**src/rtl/uart_rx_pkg.sv**
```systemverilog
package uart_rx_pkg;

    localparam int unsigned DATA_W    = 8;
    localparam int unsigned BRK_SEL_W = 2;
    localparam int unsigned BRK_CNT_W = 5;

    typedef enum logic [2:0] {
        RX_IDLE,
        RX_START,
        RX_DATA,
        RX_PAR,
        RX_STOP
    } rx_state_e;

    // Number of consecutive all-low characters that makes a break.
    function automatic logic [BRK_CNT_W-1:0] brk_target(input logic [BRK_SEL_W-1:0] sel);
        return BRK_CNT_W'(2) << sel;
    endfunction

endpackage

```
**src/rtl/uart_rx_framer.sv**
```systemverilog
module uart_rx_framer
    import uart_rx_pkg::*;
#(
    parameter int unsigned OVERSAMPLE = 16
) (
    input  logic              clk_i,
    input  logic              rst_ni,
    input  logic              tick_i,
    input  logic              line_i,
    input  logic              en_i,
    input  logic              par_en_i,
    output logic              done_o,
    output logic [DATA_W-1:0] data_o,
    output logic              par_bit_o,
    output logic              stop_o
);

    localparam int unsigned CNT_W = $clog2(OVERSAMPLE);
    localparam int unsigned IDX_W = $clog2(DATA_W);
    localparam int unsigned HALF  = OVERSAMPLE / 2;
    localparam logic [CNT_W-1:0] HALF_LAST = CNT_W'(HALF - 1);
    localparam logic [CNT_W-1:0] FULL_LAST = CNT_W'(OVERSAMPLE - 1);
    localparam logic [IDX_W-1:0] IDX_LAST  = IDX_W'(DATA_W - 1);

    typedef struct packed {
        rx_state_e         st;
        logic [CNT_W-1:0]  os;
        logic [IDX_W-1:0]  idx;
        logic [DATA_W-1:0] sh;
        logic              par;
        logic              stop;
        logic              done;
    } framer_t;

    framer_t st_d, st_q;

    always_comb begin
        st_d      = st_q;
        st_d.done = 1'b0;
        if (!en_i) begin
            st_d.st = RX_IDLE;
            st_d.os = '0;
        end else if (tick_i) begin
            unique case (st_q.st)
                RX_IDLE: begin
                    if (!line_i) begin
                        st_d.st = RX_START;
                        st_d.os = '0;
                    end
                end
                RX_START: begin
                    st_d.os = st_q.os + CNT_W'(1);
                    if (st_q.os == HALF_LAST) begin
                        st_d.os = '0;
                        if (!line_i) begin
                            st_d.st  = RX_DATA;
                            st_d.idx = '0;
                            st_d.par = 1'b0;
                        end else begin
                            st_d.st = RX_IDLE;
                        end
                    end
                end
                RX_DATA: begin
                    st_d.os = st_q.os + CNT_W'(1);
                    if (st_q.os == FULL_LAST) begin
                        st_d.os  = '0;
                        st_d.sh  = {line_i, st_q.sh[DATA_W-1:1]};
                        st_d.idx = st_q.idx + IDX_W'(1);
                        if (st_q.idx == IDX_LAST) begin
                            st_d.st = par_en_i ? RX_PAR : RX_STOP;
                        end
                    end
                end
                RX_PAR: begin
                    st_d.os = st_q.os + CNT_W'(1);
                    if (st_q.os == FULL_LAST) begin
                        st_d.os  = '0;
                        st_d.par = line_i;
                        st_d.st  = RX_STOP;
                    end
                end
                RX_STOP: begin
                    st_d.os = st_q.os + CNT_W'(1);
                    if (st_q.os == FULL_LAST) begin
                        st_d.os   = '0;
                        st_d.stop = line_i;
                        st_d.done = 1'b1;
                        st_d.st   = RX_IDLE;
                    end
                end
                default: st_d.st = RX_IDLE;
            endcase
        end
    end

    always_ff @(posedge clk_i or negedge rst_ni) begin
        if (!rst_ni) begin
            st_q <= '{st: RX_IDLE, os: '0, idx: '0, sh: '0, par: 1'b0, stop: 1'b1, done: 1'b0};
        end else begin
            st_q <= st_d;
        end
    end

    assign done_o    = st_q.done;
    assign data_o    = st_q.sh;
    assign par_bit_o = st_q.par;
    assign stop_o    = st_q.stop;

endmodule

```
**src/rtl/uart_rx_break.sv**
```systemverilog
module uart_rx_break
    import uart_rx_pkg::*;
(
    input  logic                 clk_i,
    input  logic                 rst_ni,
    input  logic                 tick_i,
    input  logic                 line_i,
    input  logic                 frame_done_i,
    input  logic                 frame_bad_i,
    input  logic                 frame_zero_i,
    input  logic [BRK_SEL_W-1:0] lvl_i,
    output logic                 break_o
);

    typedef struct packed {
        logic [BRK_CNT_W-1:0] cnt;
        logic                 armed;
        logic                 brk;
    } brk_t;

    brk_t b_d, b_q;
    logic [BRK_CNT_W-1:0] target;

    always_comb begin
        target  = brk_target(lvl_i);
        b_d     = b_q;
        b_d.brk = 1'b0;
        if (tick_i && line_i) begin
            b_d.cnt   = '0;
            b_d.armed = 1'b1;
        end
        if (frame_done_i && frame_bad_i && frame_zero_i) begin
            if (b_q.cnt != target) begin
                b_d.cnt = b_q.cnt + BRK_CNT_W'(1);
            end
            if (b_q.armed && (b_q.cnt + BRK_CNT_W'(1) == target)) begin
                b_d.brk   = 1'b1;
                b_d.armed = 1'b0;
            end
        end
    end

    always_ff @(posedge clk_i or negedge rst_ni) begin
        if (!rst_ni) begin
            b_q <= '{cnt: '0, armed: 1'b1, brk: 1'b0};
        end else begin
            b_q <= b_d;
        end
    end

    assign break_o = b_q.brk;

endmodule

```
**src/rtl/uart_rx_fifo.sv**
```systemverilog
module uart_rx_fifo #(
    parameter int unsigned DEPTH = 32,
    parameter int unsigned WIDTH = 8,
    localparam int unsigned AW = $clog2(DEPTH),
    localparam int unsigned CW = $clog2(DEPTH + 1)
) (
    input  logic             clk_i,
    input  logic             rst_ni,
    input  logic             push_i,
    input  logic [WIDTH-1:0] wdata_i,
    input  logic             pop_i,
    output logic [WIDTH-1:0] rdata_o,
    output logic [CW-1:0]    level_o,
    output logic             overflow_o
);

    localparam logic [CW-1:0] FULL_CNT = CW'(DEPTH);
    localparam logic [AW-1:0] LAST_PTR = AW'(DEPTH - 1);

    typedef struct packed {
        logic [AW-1:0] wp;
        logic [AW-1:0] rp;
        logic [CW-1:0] cnt;
    } ptr_t;

    ptr_t p_d, p_q;
    logic [WIDTH-1:0] mem_q [DEPTH];
    logic full, empty, do_push, do_pop;

    always_comb begin
        full    = (p_q.cnt == FULL_CNT);
        empty   = (p_q.cnt == '0);
        do_push = push_i && !full;
        do_pop  = pop_i && !empty;
        p_d     = p_q;
        if (do_push) begin
            p_d.wp = (p_q.wp == LAST_PTR) ? '0 : p_q.wp + AW'(1);
        end
        if (do_pop) begin
            p_d.rp = (p_q.rp == LAST_PTR) ? '0 : p_q.rp + AW'(1);
        end
        case ({do_push, do_pop})
            2'b10:   p_d.cnt = p_q.cnt + CW'(1);
            2'b01:   p_d.cnt = p_q.cnt - CW'(1);
            default: p_d.cnt = p_q.cnt;
        endcase
    end

    always_ff @(posedge clk_i or negedge rst_ni) begin
        if (!rst_ni) begin
            p_q <= '0;
        end else begin
            p_q <= p_d;
        end
    end

    always_ff @(posedge clk_i) begin
        if (do_push) begin
            mem_q[p_q.wp] <= wdata_i;
        end
    end

    assign rdata_o    = mem_q[p_q.rp];
    assign level_o    = p_q.cnt;
    assign overflow_o = push_i && full;

endmodule

```
**src/rtl/uart_rx_top.sv**
```systemverilog
module uart_rx_top
    import uart_rx_pkg::*;
#(
    parameter int unsigned DEPTH      = 32,
    parameter int unsigned OVERSAMPLE = 16,
    localparam int unsigned CW = $clog2(DEPTH + 1)
) (
    input  logic                 clk_i,
    input  logic                 rst_ni,
    input  logic                 rx_i,
    input  logic                 tick_i,
    input  logic                 rx_en_i,
    input  logic                 par_en_i,
    input  logic                 par_odd_i,
    input  logic [BRK_SEL_W-1:0] brk_lvl_i,
    input  logic [CW-1:0]        wm_lvl_i,
    input  logic                 rd_i,
    output logic [DATA_W-1:0]    rd_data_o,
    output logic [CW-1:0]        level_o,
    output logic                 wm_o,
    output logic                 frame_err_o,
    output logic                 parity_err_o,
    output logic                 break_o,
    output logic                 overflow_o
);

    logic [1:0] sync_d, sync_q;
    logic line;

    always_comb begin
        sync_d = {sync_q[0], rx_i};
    end

    always_ff @(posedge clk_i or negedge rst_ni) begin
        if (!rst_ni) begin
            sync_q <= 2'b11;
        end else begin
            sync_q <= sync_d;
        end
    end

    assign line = sync_q[1];

    logic              done, par_bit, stop;
    logic [DATA_W-1:0] data;
    logic              par_bad, push, frame_zero;

    uart_rx_framer #(
        .OVERSAMPLE(OVERSAMPLE)
    ) u_framer (
        .clk_i    (clk_i),
        .rst_ni   (rst_ni),
        .tick_i   (tick_i),
        .line_i   (line),
        .en_i     (rx_en_i),
        .par_en_i (par_en_i),
        .done_o   (done),
        .data_o   (data),
        .par_bit_o(par_bit),
        .stop_o   (stop)
    );

    always_comb begin
        par_bad    = par_en_i && (par_bit != ((^data) ^ par_odd_i));
        push       = done && stop && !par_bad;
        frame_zero = (data == '0) && !par_bit;
    end

    assign frame_err_o  = done && !stop;
    assign parity_err_o = done && par_bad;

    uart_rx_break u_break (
        .clk_i       (clk_i),
        .rst_ni      (rst_ni),
        .tick_i      (tick_i),
        .line_i      (line),
        .frame_done_i(done),
        .frame_bad_i (!stop),
        .frame_zero_i(frame_zero),
        .lvl_i       (brk_lvl_i),
        .break_o     (break_o)
    );

    uart_rx_fifo #(
        .DEPTH(DEPTH),
        .WIDTH(DATA_W)
    ) u_fifo (
        .clk_i     (clk_i),
        .rst_ni    (rst_ni),
        .push_i    (push),
        .wdata_i   (data),
        .pop_i     (rd_i),
        .rdata_o   (rd_data_o),
        .level_o   (level_o),
        .overflow_o(overflow_o)
    );

    assign wm_o = (level_o >= wm_lvl_i);

endmodule

```
**config.mk**
```make
export PLATFORM = sky130hd
export DESIGN_NAME = uart_rx_top
export DESIGN_NICKNAME = d
export VERILOG_FILES = /design/src/rtl/uart_rx_pkg.sv /design/src/rtl/uart_rx_framer.sv /design/src/rtl/uart_rx_break.sv /design/src/rtl/uart_rx_fifo.sv /design/src/rtl/uart_rx_top.sv
export SDC_FILE = /design/constraint.sdc
export NUM_CORES = 1
export LEC_CHECK = 0
export ABC_AREA = 1
export BUFFER_PORTS_ARGS = -buffer_cell sky130_fd_sc_hd__buf_2
export CORE_ASPECT_RATIO = 1.5
export CORE_UTILIZATION = 46
export DETAILED_ROUTE_END_ITERATION = 12
export GPL_TIMING_DRIVEN = 0
export PLACE_DENSITY = 0.72
export SLEW_MARGIN = 20
export SYNTH_ARGS = -nofsm -noshare
export SYNTH_HDL_FRONTEND = slang
export SYNTH_SLANG_ARGS = --single-unit
export TNS_END_PERCENT = 100
```
**constraint.sdc**
```tcl
create_clock -name clk_i -period 6.05 [get_ports clk_i]
set_clock_uncertainty 0.2 [all_clocks]
set_input_delay 0.9075 -clock clk_i [delete_from_list [all_inputs] [get_ports clk_i]]
set_output_delay 0.9075 -clock clk_i [all_outputs]
set_load 0.005 [all_outputs]
```
* Yosys cells after proc, flatten, opt, wreduce, memory -nomap -nowiden
Memories as Yosys holds them, arrays and structs flattened.
Index checks and enable logic that the tools add are counted.
** Word-level totals
- Bits in registers :: 46
- Bits in writable memories :: 256
- Output and inout bits :: 19
- Logic and storage cells :: 113
- Memories :: 1
** Memory list
- u_fifo.mem_q :: depth 32, bits a word 8, read ports 1, clocked after memory_dff 0, write ports 1, line uart_rx_fifo.sv:27 : logic [WIDTH-1:0] mem_q [DEPTH];
** Operators by class
- $add $sub $neg :: 7
- Order comparisons :: 1
- Eq/ne operators :: 27
- Shift operators :: 1
- Mux-type cells :: 31
- Bitwise gates (word level) :: 1
- Reductions and logical operators :: 30
** Operator list (number)
- 2-to-1 mux 7 bit :: 5
- 2-to-1 mux 21 bit :: 1
- case mux 4 bit (5 select lines) :: 1
- 2-to-1 mux 18 bit :: 1
- adder 5 x 1 -> 5 bit, second input constant :: 3
- 2-to-1 mux 5 bit :: 3
- inequality test 3 x 2 -> 1 bit, second input constant :: 5
- case mux 3 bit (5 select lines) :: 1
- logical AND 1 bit :: 12
- case mux 6 bit (2 select lines) :: 1
- AND reduction 6 bit :: 2
- == test 5 bit, second input constant :: 2
- 2-to-1 mux 10 bit :: 1
- 2-to-1 mux 3 bit :: 3
- zero test 8 bit :: 1
- 2-to-1 mux 2 bit :: 4
- 2-to-1 mux 8 bit :: 1
- AND reduction 4 bit :: 2
- parity 8 bit :: 1
- AND reduction 7 bit :: 1
- adder 6 x 1 -> 6 bit, second input constant :: 1
- == test 3 x 2 -> 1 bit, second input constant :: 2
- == test 3 bit, second input constant :: 2
- == test 6 bit, second input constant :: 1
- 27 further kinds :: 41

* Longest topological paths before layout
Gate-level depths: netlist of run 1.
- Depth after elaboration :: 9
- Mapped depth :: 21
- Depth with buffers taken out :: 20

* Hierarchy
A second synthesis of run 1 with hierarchy kept.
** Unflattened totals
- Cells, all modules :: 1503
- Area total of the unflattened synthesis :: 14264.9 µm²
** By module, submodules not included
- uart_rx_fifo :: instances 1, cells each 1156, area each 11949.0 µm²
- uart_rx_framer :: instances 1, cells each 175, area each 1275.0 µm²
- uart_rx_break :: instances 1, cells each 95, area each 586.8 µm²
- uart_rx_top :: instances 1, cells each 77, area each 454.2 µm²

* Least setup slack after synthesis of run 1
OpenSTA, ideal clock, no wires.
- Kind :: register to register
- Start :: register u_framer.st_q (netlist bit u_framer.data_o[2])
- End :: register u_fifo.p_q (netlist bit u_fifo.level_o[4])
- Library setup time :: 0.126 ns
- Data arrival time :: 3.057 ns
- Required time :: 5.724 ns
- Setup slack :: 2.667 ns
- Cell stages (with the launch flop) :: 18
- Path buffers :: 1
- Period minus slack after synthesis :: 3.383 ns
- Path through :: dfrtp_1 -> inv_1 -> ha_1 -> inv_1 -> nand2_1 -> nand3_1 -> nand2_1 -> nand2_1 -> nand3_2 -> nand3_2 -> buf_2 -> ha_1 -> ha_1 -> a21oi_1 -> o21bai_1 -> or2_2 -> nand3_1 -> o21ai_0
** On the way
- Longest elaborated chain between the ends :: 9
** RTL lines
- start, declared :: line uart_rx_framer.sv:35 : framer_t st_d, st_q;
- start signal, assigned :: line uart_rx_framer.sv:99 : st_q <= '{st: RX_IDLE, os: '0, idx: '0, sh: '0, par: 1'b0, stop: 1'b1, done: 1'b0};
- start signal, assigned :: line uart_rx_framer.sv:101 : st_q <= st_d;
- parity 8 bit * :: line uart_rx_top.sv:64 : par_bad = par_en_i && (par_bit != ((^data) ^ par_odd_i));
- bitwise XOR 1 bit * :: line uart_rx_top.sv:64
- inequality test 1 bit * :: line uart_rx_top.sv:64
- logical AND 1 bit * :: line uart_rx_top.sv:64
- zero test 1 bit * :: line uart_rx_top.sv:65 : push = done && stop && !par_bad;
- logical AND 1 bit * :: line uart_rx_top.sv:65
- logical AND 1 bit * :: line uart_rx_fifo.sv:33 : do_push = push_i && !full;
- == test 2 x 1 -> 1 bit or == test 2 bit (tied branches) :: line uart_rx_fifo.sv:42 : case ({do_push, do_pop})
- case mux 6 bit (2 select lines) or nonzero test 2 bit (tied branches)
- end signal, assigned :: line uart_rx_fifo.sv:53 : p_q <= p_d;
- end, declared :: line uart_rx_fifo.sv:26 : ptr_t p_d, p_q;
Every way passes the cells marked *; elsewhere a longest branch is shown, timed or not.
A chain may end at the register's enable or synchronous reset.

* Worst setup path in the final report of run 1
Ends and elaborated chain as after synthesis.

==> metrics.cfg, run 1 <==
[setup_path]
path_max_fanout = 34
critPathLaunchType = flip-flop
crit_required_ns = 6.29
r2r_slack_ns = 2.03
cp_slowest_cell = dfrtp_2
arrival_ns = 4.26
cp_num_buf_inv = 3
cp-end-kind = flip-flop
critPathMaxStageDelay_ns = 0.88
crit_family = adder cells
rr_startpoint = u_framer.data_o[2]$_DFFE_PN0P_
reg2reg_to = u_fifo.level_o[4]$_DFFE_PN0P_
path_cells = inv_1 -> ha_1 -> inv_1 -> nand2_1 -> nand3_1 -> nand2_1 -> nand2_1 -> nand3_2 -> nand3_2 -> buf_2 -> ha_1 -> ha_1 -> a21oi_1 -> o21bai_1 -> or2_2 -> nand3_1 -> o21ai_0
crit_start = u_framer.data_o[2]$_DFFE_PN0P_
crit_type = reg -> reg
reg2regPathDepth = 17

[global_route]
grtUsageTotal = 0.238
grt_max_degree = 47
grt_pass1_wl_um = 53700
grt_overflow_total = 0
first_global_vias = 9572
antenna_found_initial = 0

[synthesis]
ys_types = 35
synthCells = 1350
yosys_warnings = 0
synth_area_mm2 = 0.0137
synth_seq_cells = 302
synthTopCellsByArea = edfxtp_1 (56%), nand2_1 (8.3%), dfrtp_1 (7.7%)
ys_seq_area_frac = 0.644
avgSynthCellArea_um2 = 10.2
synth_top_area_cell = edfxtp_1
yosysTopAreaCellShare = 0.560
syn_nets = 1393

[pwr]
p_leak_uw = 0.00646
power_density_mw_per_mm2 = 398
power_uw = 6130
ir_drop_v = 0.000240

[cells_and_area]
multi_input_area_mm2 = 0.00418
area_delta_synth_final_pct = 12.2
drive_above_1_share = 0.103
regArea_mm2 = 0.00885
final_nets = 1456
antenna_cells = 0
instances_no_fill = 1830
utilization = 0.524
most-common-layout-cells = nand2_1 (303), edfxtp_1 (256), nor2_1 (221)
num-fill-cells = 2521
layout_commonest_cell = nand2_1

[clock_tree]
clk_pin_slew_ns = 0.07
clock_sinks = 302
numCtsBuffers = 28
cts-root-buf = clkbuf_16
postCtsSetupBuffers = 0
clk_path_buf_depth = 3
ctsResizeCount = 0
cts_hold_buf = 0
htreeDepth = 1
insertion_delay_ns = 0.55
cts_tree = built

[detailed_routing]
drt_iter0_drc = 870
drc = 0
via_count = 9902
wl_per_cell_um = 19.2
drt-total-wl_um = 35100
ant_nets = 0
viasPerCell = 5.41
firstDrtPassIters = 7

[outcome]
status = finished, final reports clean

[floorplanning]
rows = 77
core-area_mm2 = 0.0294
dieArea_mm2 = 0.0305
io_pins = 35
dieHeight_um = 214
start_util = 0.467
die_width_um = 143

[placement]
gp_congestion = 1.01
dp.cells = 1778
io_buffer_count = 33
dpl.hpwl_um = 23800

[timing]
fin_crit_ns = 4.02
period_share = 0.665
setup_violations = 0
worst_pin_slew_ns = 0.972
tns_ns = 0
slew-limit-headroom = 0.350
max_freq_ghz = 0.249
rsz0062_at_grt = no
final_hold_viol_count = 0
drv_slew = 0

[hold_path]
worstHoldPathCells = 0
whs_endpoint = sync_q[1]$_DFF_PN1_
hold_path_class = reg -> reg
hold_start = sync_q[0]$_DFF_PN1_

[job]
maxCapViolCount = 0

## flip-flops by register name, indices dropped and copies added (netlist names), 2 cells and up
name	cells
u_fifo.mem_q	256
u_fifo.p_q	10
u_framer.st_q	10
u_framer.data_o	8
u_break.b_q	6
u_fifo.level_o	6
sync_q	2
## worst max-delay path by stage
stage	cells past startpoint	end	slack (ns)
2_1_floorplan	17	u_fifo.level_o[4]$_DFFE_PN0P_	2.67
3_3_place_gp	18	u_fifo.level_o[4]$_DFFE_PN0P_	1.64
3_5_place_dp	18	u_fifo.level_o[4]$_DFFE_PN0P_	1.84
4_1_cts	18	u_fifo.level_o[4]$_DFFE_PN0P_	1.85
5_1_grt	17	u_fifo.level_o[4]$_DFFE_PN0P_	1.67
6_report	17	u_fifo.level_o[4]$_DFFE_PN0P_	2.03
## cell usage after synthesis
master and count:
nand2_1 303, edfxtp_1 256, nor2_1 221, nand3_1 126
o21ai_0 115, inv_1 81, dfrtp_1 42, a21oi_1 32
ha_1 26, clkbuf_1 24, buf_2 21, buf_4 15
o21ai_1 13, o211ai_1 12, nand4_1 11, nor3_1 9
xor2_1 9, buf_6 6, dfstp_2 4, buf_1 3
nand3_2 3, clkinv_1 2, nand3b_1 2, nor2_4 2
xnor2_1 2, a31oi_1 1, fa_1 1, inv_2 1
nand2_4 1, nor2_2 1, nor3_2 1, nor4_2 1
o2111ai_1 1, o21bai_1 1, or2_2 1
## worst reg2reg max path, stage by stage, from the launching register on
cell and delay [ns]:
dfrtp_2 0.88, inv_1 0.14, ha_1 0.38, inv_1 0.12
nand2_1 0.06, nand3_1 0.07, nand2_1 0.06, nand2_1 0.07
nand3_2 0.19, nand3_2 0.14, buf_2 0.23, ha_1 0.35
ha_1 0.34, a21oi_1 0.18, o21bai_1 0.09, or2_2 0.28
nand3_1 0.06, o21ai_0 0.07
## routing by layer
layer	part of all wire	global-route usage	vias to the layer above
met1	0.37	0.275	4712
met4	0.041	0.106	0
met3	0.062	0.0277	77
met5	0	0	-
met2	0.52	0.441	409
li1	-	-	4704
## stage by stage
step,setup WS (ns),hold slack [ns],instance area (um2)
detailed placement,1.84,0.149,14400
global placement,1.64,0.146,14400
floorplan,2.67,0.145,13700
global route,1.67,0.159,15400
finish,2.03,0.158,15400
CTS,1.85,0.159,15400
## final cells by class
cell class              count  area share
plain buffers              69      0.0251
clock buffers              37      0.0537
clock inverters            15      0.0113
inverters                  84      0.0205
multi-input cells         895       0.271
flip-flops and latches    302       0.575
well taps                 395      0.0321
repair buffers             33      0.0109
## report_power, final
part / switching (uW) / internal [uW] / leakage [uW]
Sequential: 55.1 / 2270 / 0.00357
Clock: 787 / 1100 / 0.000491
Combinational: 1300 / 628 / 0.00240
## logic make-up (layout without fill, tap and decap cells)
family | Yosys count | after routing | share of synthesized area
flops | 302 | 302 | 0.644
fa+ha+maj | 27 | 27 | 0.0252
xor+xnor | 11 | 11 | 0.00702
simple gates | 682 | 682 | 0.206
compound gates | 175 | 175 | 0.0665
buf+inv | 153 | 238 | 0.0511
Power figures use the tool's default switching activity.
==> run 2, diff against run 1 <==
--- a/config.mk
+++ b/config.mk
@@ -11,7 +11,7 @@
 export CORE_UTILIZATION = 46
 export DETAILED_ROUTE_END_ITERATION = 12
 export GPL_TIMING_DRIVEN = 0
-export PLACE_DENSITY = 0.72
+export PLACE_DENSITY = 0.74
 export SLEW_MARGIN = 20
 export SYNTH_ARGS = -nofsm -noshare
 export SYNTH_HDL_FRONTEND = slang
==> constraint.sdc (replaced) <==
create_clock -name clk_i -period 3.7 [get_ports clk_i]
set_clock_uncertainty 0.2 [all_clocks]
set_input_delay 0.555 -clock clk_i [delete_from_list [all_inputs] [get_ports clk_i]]
set_output_delay 0.555 -clock clk_i [all_outputs]
set_load 0.005 [all_outputs]
==> metrics.cfg, run 2 (synthesis gave the netlist of run 1 again) <==
[cells_and_area]
drive_above_1_share = 0.108  ; was 0.103
antenna_cells = 0  ; unchanged
largest-register = u_fifo.mem_q  ; unchanged
fin_area_mm2 = 0.0155  ; was 0.0154 mm2
num-fill-cells = 2512  ; was 2521
layout_commonest_cell = nand2_1  ; unchanged
instances_no_fill = 1844  ; was 1830
final_nets = 1473  ; was 1456
area_delta_synth_final_pct = 13.0  ; was 12.2%
reg_top3 = u_fifo.mem_q (256), u_fifo.p_q (10), u_framer.st_q (10)  ; unchanged
largest_reg_flops = 256  ; unchanged
most-common-layout-cells = nand2_1 (303), edfxtp_1 (256), nor2_1 (221)  ; unchanged

[floorplanning]
rows = 77  ; unchanged
io_pins = 35  ; unchanged
dieArea_mm2 = 0.0305  ; unchanged
die_width_um = 143  ; unchanged
core-area_mm2 = 0.0294  ; unchanged
dieHeight_um = 214  ; unchanged
start_util = 0.467  ; unchanged

[clock_tree]
insertion_delay_ns = 0.56  ; was 0.55 ns
htreeDepth = 1  ; unchanged
clock_sinks = 302  ; unchanged
clk_pin_slew_ns = 0.07  ; about the same
numCtsBuffers = 27  ; was 28
clk_path_buf_depth = 3  ; unchanged
cts_tree = built  ; unchanged
cts-root-buf = clkbuf_16  ; unchanged

[detailed_routing]
drt-total-wl_um = 36200  ; was 35100 um
ant_nets = 0  ; unchanged
wl_met3_um = 2460  ; was 2180 um
via_count = 10014  ; was 9902
drt_iter0_drc = 860  ; was 870
firstDrtPassIters = 5  ; was 7
viasPerCell = 5.43  ; was 5.41
wl_met2_um = 18800  ; was 18400 um
wl_met1_um = 12600  ; was 13100 um
wl_per_cell_um = 19.6  ; was 19.2 um
top_layer = met4  ; unchanged
drc = 0  ; unchanged

[setup_path]
cp_slowest_cell = clkbuf_1  ; was dfrtp_2
critPathLaunchType = flip-flop  ; unchanged
reg2regPathDepth = 17  ; unchanged
arrival_ns = 2.73  ; was 4.26 ns
critPathMaxStageDelay_ns = 0.62  ; was 0.88 ns
path_max_fanout = 10  ; was 34
cp-end-kind = output pin  ; was flip-flop
path_cells = buf_4 -> clkbuf_1 -> nor2_1 -> o21ai_0 -> nand3_1 -> nand3_1 -> nand2_1 -> nand2_1 -> inv_1 -> buf_2  ; was inv_1 -> ha_1 -> inv_1 -> nand2_1 -> nand3_1 -> nand2_1 -> nand2_1 -> nand3_2 -> nand3_2 -> buf_2 -> ha_1 -> ha_1 -> a21oi_1 -> o21bai_1 -> or2_2 -> nand3_1 -> o21ai_0
crit_type = reg -> out  ; was reg -> reg
crit_required_ns = 2.94  ; was 6.29 ns
rr_startpoint = u_framer.data_o[1]$_DFFE_PN0P_  ; was u_framer.data_o[2]$_DFFE_PN0P_
crit_start = u_fifo.p_q[7]$_DFFE_PN0P_  ; was u_framer.data_o[2]$_DFFE_PN0P_

[placement]
placed_cell_area_mm2 = 0.0144  ; unchanged
dp.cells = 1778  ; unchanged
gp_congestion = 0.953  ; was 1.01
dpl.hpwl_um = 24400  ; was 23800 um
io_buffer_count = 33  ; unchanged

[global_route]
grt_overflow_total = 0  ; unchanged
grtUsageTotal = 0.246  ; was 0.238
grt_pass1_wl_um = 55100  ; was 53700 um
grt_max_degree = 47  ; unchanged
first_global_vias = 9699  ; was 9572
antenna_found_initial = 0  ; unchanged

[hold_path]
hold_start = tick_i  ; was sync_q[0]$_DFF_PN1_
worstHoldPathCells = 3  ; was 0
hold_path_class = in -> reg  ; was reg -> reg

[pwr]
power_density_mw_per_mm2 = 628  ; was 398 mW/mm2
ir_drop_v = 0.000369  ; was 0.000240 V
p_leak_uw = 0.00652  ; was 0.00646 uW

[outcome]
status = finished, final reports clean  ; unchanged

[job]
maxCapViolCount = 0  ; unchanged

[timing]
slew-limit-headroom = 0.372  ; was 0.350
max_freq_ghz = 0.287
whs_ns = 0.0982  ; was 0.158 ns
rsz0062_at_grt = no  ; unchanged
fin_crit_ns = 3.48
final_hold_viol_count = 0  ; unchanged
period_share = 0.942
worst_pin_slew_ns = 0.938  ; was 0.972 ns
drv_slew = 0  ; unchanged
setup_violations = 0  ; unchanged

==> run 2: changes by cell type in the layout (fill, tap and decap cells not counted), sizes merged <==
cell | previous run | this run
buf | 78 | 94
bufinv | 3 | 1
clkbuf | 61 | 59
clkinvlp | 3 | 1
dlygate4sd3 | 0 | 2
inv | 84 | 86
==> run 2: worst max-delay path: cells and delay by family (launching register included) <==
kind / cells / cell delay [ns]
buffers and inverters: 4 / 0.98
DFF: 1 / 0.43
and+or+nand+nor: 5 / 0.63
AOI/OAI and AO/OA: 1 / 0.12
==> run 2: final cells by class <==
class	instances	area, um2	area share
buffer	68	382	0.0246
clock buffer	35	758	0.0489
clock inverter	13	113	0.00726
inverter	84	315	0.0203
multi-input combinational	895	4190	0.270
sequential	302	8870	0.572
tap	395	494	0.0319
timing repair buffer	52	380	0.0245
==> run 2: path summary, 6_finish.rpt <==
path                                                  end  slack, ns
setup / recovery                             rd_data_o[2]       0.22
hold / removal              u_framer.st_q[16]$_DFFE_PN0P_        0.1
setup reg to reg            u_fifo.level_o[4]$_DFFE_PN0P_       0.38
hold reg to reg                       sync_q[1]$_DFF_PN1_       0.16
max in group asynchronous  u_framer.data_o[5]$_DFFE_PN0P_       2.44
min in group asynchronous   u_framer.st_q[11]$_DFFE_PN0P_       0.36
==> run 2: routing by layer <==
layer | up-vias | global-route usage
li1 | 4739 | -
met1 | 4729 | 0.274
met2 | 434 | 0.447
met3 | 112 | 0.0286
met4 | 0 | 0.148
met5 | - | 0
==> run 2: metrics by stage <==
step	total power (uW)	util	worst slack, ns	TNS [ns]
5_1_grt	10200	0.528	0.0572	0
4_1_cts	9700	0.525	0.00651	0
2_1_floorplan	5850	-	0.317	0
3_5_place_dp	6970	0.490	-0.669	-22.54
3_3_place_gp	6910	0.490	-0.707	-37.79
6_report	9740	0.528	0.215	0
==> run 2: timing repair <==
action / CTS / global route
endpoints found under the hold margin: 1 / 42
hold buffers: 1 / 1
gates resized for setup: 10 / 1
endpoints found under the setup margin: 226 / 3
buffers inserted: 9 / 8
pin swaps: 0 / 0
==> run 2: power by group <==
part / internal [uW] / switching, uW
clock: 1530 / 1250
sequential: 3700 / 89.8
combinational: 1030 / 2140
total: 6260 / 3470
